### src/rtl/gpio_bank_array.sv
`timescale 1ns/1ps
module gpio_bank_array #(
  parameter int NUM_BANKS   = 2,
  parameter int ADDR_W      = 12,
  parameter int BANK_STRIDE = 512,
  localparam int NPINS      = NUM_BANKS * 32
) (
  input  logic              clk,
  input  logic              rst_n,
  input  logic [ADDR_W-1:0] bus_addr,
  input  logic              bus_we,
  input  logic [31:0]       bus_wdata,
  output logic [31:0]       bus_rdata,
  input  logic [NPINS-1:0]  pin_in,
  output logic [NPINS-1:0]  pin_out,
  output logic [NPINS-1:0]  pin_oe,
  output logic              irq
);
  localparam int OFS_W = $clog2(BANK_STRIDE);
  localparam int BSEL_W = ADDR_W - OFS_W;
  localparam logic [OFS_W-1:0] REG_DIN  = OFS_W'('h00);
  localparam logic [OFS_W-1:0] REG_DOUT = OFS_W'('h04);
  localparam logic [OFS_W-1:0] REG_OE   = OFS_W'('h08);
  localparam logic [OFS_W-1:0] REG_TYPE = OFS_W'('h0C);
  localparam logic [OFS_W-1:0] REG_DUAL = OFS_W'('h10);
  localparam logic [OFS_W-1:0] REG_POL  = OFS_W'('h14);
  localparam logic [OFS_W-1:0] REG_EN   = OFS_W'('h18);
  localparam logic [OFS_W-1:0] REG_RAW  = OFS_W'('h1C);
  localparam logic [OFS_W-1:0] REG_QUAL = OFS_W'('h20);
  localparam logic [OFS_W-1:0] REG_CLR  = OFS_W'('h24);

  logic [NPINS-1:0] dout_q, oe_q, type_q, dual_q, pol_q, en_q, stat_q;
  logic [NPINS-1:0] sy1_q, sy2_q, last_q;
  logic [NPINS-1:0] clr_v, rise, fall, edge_hit, lvl_hit, stat_d, qual;
  logic [NUM_BANKS-1:0] bank_we;

  wire [BSEL_W-1:0] bsel = bus_addr[ADDR_W-1:OFS_W];
  wire [OFS_W-1:0]  rofs = bus_addr[OFS_W-1:0];
  wire              bank_ok = int'(bsel) < NUM_BANKS;

  always_comb begin
    for (int b = 0; b < NUM_BANKS; b++) begin
      bank_we[b] = bus_we && (bsel == BSEL_W'(b));
      clr_v[b*32 +: 32] = (bank_we[b] && rofs == REG_CLR) ? bus_wdata : 32'h0;
    end
  end

  assign rise     = sy2_q & ~last_q;
  assign fall     = ~sy2_q & last_q;
  assign edge_hit = (dual_q & (rise | fall)) | (~dual_q & pol_q & rise) | (~dual_q & ~pol_q & fall);
  assign lvl_hit  = (pol_q & sy2_q) | (~pol_q & ~sy2_q);
  assign stat_d   = (type_q & lvl_hit & ~clr_v) | (~type_q & (edge_hit | (stat_q & ~clr_v)));
  assign qual     = stat_q & en_q;

  always_ff @(posedge clk or negedge rst_n) begin
    if (!rst_n) begin
      dout_q <= '0; oe_q <= '0; type_q <= '0; dual_q <= '0;
      pol_q  <= '0; en_q <= '0; stat_q <= '0;
      sy1_q  <= '0; sy2_q <= '0; last_q <= '0;
    end else begin
      for (int b = 0; b < NUM_BANKS; b++) begin
        if (bank_we[b]) begin
          case (rofs)
            REG_DOUT: dout_q[b*32 +: 32] <= bus_wdata;
            REG_OE:   oe_q[b*32 +: 32]   <= bus_wdata;
            REG_TYPE: type_q[b*32 +: 32] <= bus_wdata;
            REG_DUAL: dual_q[b*32 +: 32] <= bus_wdata;
            REG_POL:  pol_q[b*32 +: 32]  <= bus_wdata;
            REG_EN:   en_q[b*32 +: 32]   <= bus_wdata;
            default: ;
          endcase
        end
      end
      sy1_q  <= pin_in;
      sy2_q  <= sy1_q;
      last_q <= sy2_q;
      stat_q <= stat_d;
    end
  end

  always_comb begin
    bus_rdata = 32'h0;
    if (bank_ok) begin
      case (rofs)
        REG_DIN:  bus_rdata = sy2_q[int'(bsel)*32 +: 32];
        REG_DOUT: bus_rdata = dout_q[int'(bsel)*32 +: 32];
        REG_OE:   bus_rdata = oe_q[int'(bsel)*32 +: 32];
        REG_TYPE: bus_rdata = type_q[int'(bsel)*32 +: 32];
        REG_DUAL: bus_rdata = dual_q[int'(bsel)*32 +: 32];
        REG_POL:  bus_rdata = pol_q[int'(bsel)*32 +: 32];
        REG_EN:   bus_rdata = en_q[int'(bsel)*32 +: 32];
        REG_RAW:  bus_rdata = stat_q[int'(bsel)*32 +: 32];
        REG_QUAL: bus_rdata = qual[int'(bsel)*32 +: 32];
        default:  bus_rdata = 32'h0;
      endcase
    end
  end

  assign pin_out = dout_q;
  assign pin_oe  = oe_q;
  assign irq     = |qual;
endmodule

### config.mk
export PLATFORM = sky130hd
export DESIGN_NAME = gpio_bank_array
export DESIGN_NICKNAME = d
export VERILOG_FILES = /design/src/rtl/gpio_bank_array.sv
export SDC_FILE = /design/constraint.sdc
export NUM_CORES = 1
export LEC_CHECK = 0
export ABC_CLOCK_PERIOD_IN_PS = 3800
export BUFFER_PORTS_ARGS = -buffer_cell sky130_fd_sc_hd__buf_2
export CELL_PAD_IN_SITES_DETAIL_PLACEMENT = 1
export CELL_PAD_IN_SITES_GLOBAL_PLACEMENT = 2
export CORE_ASPECT_RATIO = 0.5
export CORE_MARGIN = 4
export CORE_UTILIZATION = 41
export DETAILED_ROUTE_END_ITERATION = 6
export GPL_ROUTABILITY_DRIVEN = 0
export PLACE_DENSITY = 0.77
export SLEW_MARGIN = 15
export SYNTH_ARGS = -nofsm -noshare
export SYNTH_HDL_FRONTEND = slang
export SYNTH_SLANG_ARGS = --single-unit
### constraint.sdc
create_clock -name clk -period 3.8 [get_ports clk]
set_clock_uncertainty 0.2 [all_clocks]
set_input_delay 0.95 -clock clk [delete_from_list [all_inputs] [get_ports clk]]
set_output_delay 0.95 -clock clk [all_outputs]
set_load 0.02 [all_outputs]
==> results by group <==
Clock network
  • Clk slew on worst S/H paths: ~0.060 ns
  • CTS tree: yes
  • Clk Latency, worst-skew pair: approximately 0.67 ns
  • Clock root cell: clkbuf_16
  • Cts-stage hold buffer count: 0
  • CTS buffer count: 60
  • Max clock buf depth: 3
  • H-tree depth: 2
  • Clock Sinks: between 600 and 700

Synth
  • Area leader, netlist: dfrtp_1
  • Dominant cells by area after synthesis: dfrtp_1 (51%), mux2_2 (13%), ha_1 (5.1%), mux4_2 (4.0%), a21oi_1 (3.1%)
  • Cell area after synthesis: around 0.031 mm2
  • Primary FF master, synth: dfrtp_1
  • Ys async rst share: 1.00
  • Unique masters post-synth: 63
  • Post-Syn Nets: between 2,000 and 3,000
  • Seq cells post-synth: 640
  • Syn. warnings: 0
  • Post-Synthesis Cells: between 2,000 and 3,000
  • Post-synth EDFFs: 0
  • Sequential area share after synthesis: 0.511
  • Share of the synthesized area in the top cell type: 0.511
  • Avg Cell Area, Syn: about 12 um2

Detailed routing
  • Routed via count: 23,900
  • Drt drc: 0
  • DR WL/cell: ~28 um
  • Post-Route WL: ~110,000 um
  • Initial DRC Count: ~2,000
  • DR vias/cell: around 5.9
  • Routed Antenna Nets: 0
  • Drt pass-1 iters: 5

Power
  • Internal Pwr Total: approximately 11 mW
  • Lkg Pwr: between 15 and 20 nW
  • Clock Power Share: 0.435
  • Sequential fraction of design power: 0.493
  • P_sw: between 3 and 4 mW
  • Peak VDD IR: 0.000330 V
  • Total power draw: roughly 14 mW
  • PwrDens: 369 mW/mm2
  • Sw Share: 0.250
  • Power share of the combinational group: 0.072

Run status
  • Failing checks: setup timing
  • Outcome: finished, violations left

Layout
  • Post-Layout Inst Area: between 0.03 and 0.04 mm2
  • Multi-input gate area: between 0.01 and 0.015 mm2
  • Sequential cell area: 0.0160 mm2
  • Non-filler instance count after layout: between 4,000 and 5,000
  • P&R area growth vs syn: 24.1%
  • Layout cells sized above 1: 0.383
  • Filler cell count: a little under 8,000
  • Nets: about 3,200

Critical path
  • Crit path DAT: 2.87 ns
  • CP cell instances: buf_12, or4_4, or4_4, o21ai_4, nor3_4, o32ai_2, buf_4
  • CP most frequent cell: or4_4
  • Crit Path Category: in2out
  • Crit path max fanout: 7
  • Critical path endpoint category: output port
  • CP Data Required Time: 2.65 ns
  • CP Launch Type: primary input
  • CP peak stage delay: roughly 0.59 ns
  • Slowest cell on the critical path: or4_4

Global route
  • GR peak layer: met2
  • Vias in the first global route: approximately 26,000
  • Largest net degree at the start of global routing: between 80 and 90
  • First-pass GRT wire length: between 150,000 and 200,000 um
  • Met3 usage: 0.0508
  • Gr usage total: 0.274
  • GR Layer Usage met2: 0.446
  • Initial antenna violation count: 2
  • GRT overflow: 0
  • Met1 track demand over resource: 0.375

Die
  • Row count: 71
  • Core area: around 0.076 mm2
  • Initial Utilization: 0.415
  • IO Count: 272
  • Chip height: ~200 um
  • Full die area: between 0.08 and 0.09 mm2
  • Die width: around 400 um

STA
  • Final setup violation count: 33
  • Hold Vio Cnt, Final: 0
  • Worst hold slack: between 0.03 and 0.04 ns
  • Final period utilization: 1.06
  • Final Max Slew Viols: 0
  • F_max: about 250 MHz
  • Worst Max-Slew Pin Slew: about 0.79 ns
  • Setup TNS: -4.52 ns
  • Slew HR: 0.473
  • Fin crit period: 4.02 ns
  • Final worst slack: -0.223 ns
  • RSZ-0062 raised after global routing: true

Job
  • MaxCap Viol Count: 0

Placement
  • HPWL after DPL: 74,100 um
  • Placed Cells: about 3,900
  • # port buffers: about 270
  • DP Area: about 0.035 mm2

Worst hold path
  • Worst hold path type: in2async
-- flip-flops by register name, summed over array words and instances, names as in the netlist --
signal,flops
sy1_q,64
en_q,64
pin_out,64
pin_oe,64
sy2_q,64
pol_q,64
type_q,64
dual_q,64
stat_q,64
last_q,64
-- routing by layer --
metal  vias to the layer above  part of all wire
met2                       758              0.47
met4                         2             0.027
met3                       193             0.063
met5                         -           0.00015
met1                     12700              0.44
li1                      10200                 -
-- cells in the mapped netlist (6+ instances only) --
library cell,instances
and3_1,6
a2bb2oi_1,7
mux2_2,362
dfrtp_1,640
nand3_1,82
a32o_1,8
mux2i_1,13
ha_1,128
o21ai_1,25
a32oi_1,14
o32ai_1,8
and4_1,7
mux2_1,78
nand4_1,15
o221ai_1,9
nand2b_1,7
mux4_2,56
o21ai_0,55
nand2_1,128
and2_1,9
o22ai_1,25
inv_1,129
a211oi_1,90
clkbuf_1,72
buf_2,72
a22o_1,25
a21o_1,7
buf_4,7
xnor2_1,63
a22oi_1,57
nor2_1,17
buf_1,10
o31ai_1,18
nor2b_1,67
a211o_1,15
a21oi_1,194
-- final cells by class --
type / instances / area share
flip-flops and latches: 640 / 0.412
well taps: 1022 / 0.0329
clock inverters: 27 / 0.00762
inverters: 130 / 0.0126
repair buffers: 500 / 0.110
diodes: 1 / 0.0000643
multi-input cells: 1635 / 0.383
clock buffers: 80 / 0.0426
-- kinds of logic (layout without fill, tap and decap cells) --
| family | Yosys count | count (layout) | share of synthesized area |
|---|---|---|---|
| AO/OA/AOI/OAI | 573 | 573 | 0.119 |
| XOR/XNOR | 64 | 64 | 0.0179 |
| adder cells (fa/ha/maj) | 128 | 128 | 0.0511 |
| buffers and inverters | 294 | 737 | 0.0394 |
| flip-flops | 640 | 640 | 0.511 |
| multiplexers | 509 | 509 | 0.202 |
| other | 0 | 1 | 0 |
| AND/OR/NAND/NOR | 361 | 361 | 0.0596 |
-- per-stage QoR --
step           worst slack, ns   util
2_1_floorplan           0.0162      -
3_3_place_gp            -0.339  0.469
3_5_place_dp            -0.338  0.469
4_1_cts                 -0.179  0.512
5_1_grt                 -0.249  0.515
6_report                -0.223  0.515
-- final timing paths --
check,to,cells after the start,slack (ns),start
setup / recovery,bus_rdata[17],7,-0.22,bus_addr[3]
hold / removal,sy1_q[2],1,0.03,rst_n
setup reg to reg,stat_q[45],7,1.89,sy2_q[45]
hold reg to reg,sy2_q[37],0,0.14,sy1_q[37]
max in group asynchronous,pol_q[22],2,2.42,rst_n
min in group clk,sy2_q[37],0,0.14,sy1_q[37]
-- placed cells by master (no fill, tap or decap), drive strengths merged, types with 13 or more instances in the layout --
| cell | instances |
|---|---|
| dfrtp | 640 |
| buf | 493 |
| mux2 | 440 |
| a21oi | 194 |
| inv | 133 |
| nand2 | 130 |
| ha | 128 |
| a211oi | 90 |
| clkbuf | 85 |
| nand3 | 82 |
| o21ai | 80 |
| nor2b | 67 |
| xnor2 | 63 |
| a22oi | 57 |
| mux4 | 56 |
| a22o | 25 |
| o22ai | 25 |
| o31ai | 18 |
| nor2 | 17 |
| nand4 | 15 |
| a211o | 15 |
| clkinv | 15 |
| a32oi | 14 |
| mux2i | 13 |
-- power groups by stage --
stage | registers (mW) | logic (mW) | clock network, mW
global route | 7.09 | 1.14 | 6.67
floorplan | 7.15 | 0.435 | 0
detailed placement | 7.20 | 0.962 | 0
finish | 7.08 | 1.04 | 6.24
global placement | 7.19 | 0.932 | 0
CTS | 7.08 | 1.02 | 6.37
-- repair_timing --
action                     4_1_cts  5_1_grt
setup endpoints to repair       33       33
cloned                           8        3
pin swaps                       64       30
resized for setup              186       49
buffers inserted                31        8
-- worst max-delay path, delay by kind of cell --
family                 cells  cell delay [ns]
AOI/OAI and AO/OA          2             0.37
and+or+nand+nor            3             1.23
buffers and inverters      2             0.32
(Power assumes the default switching activity.)
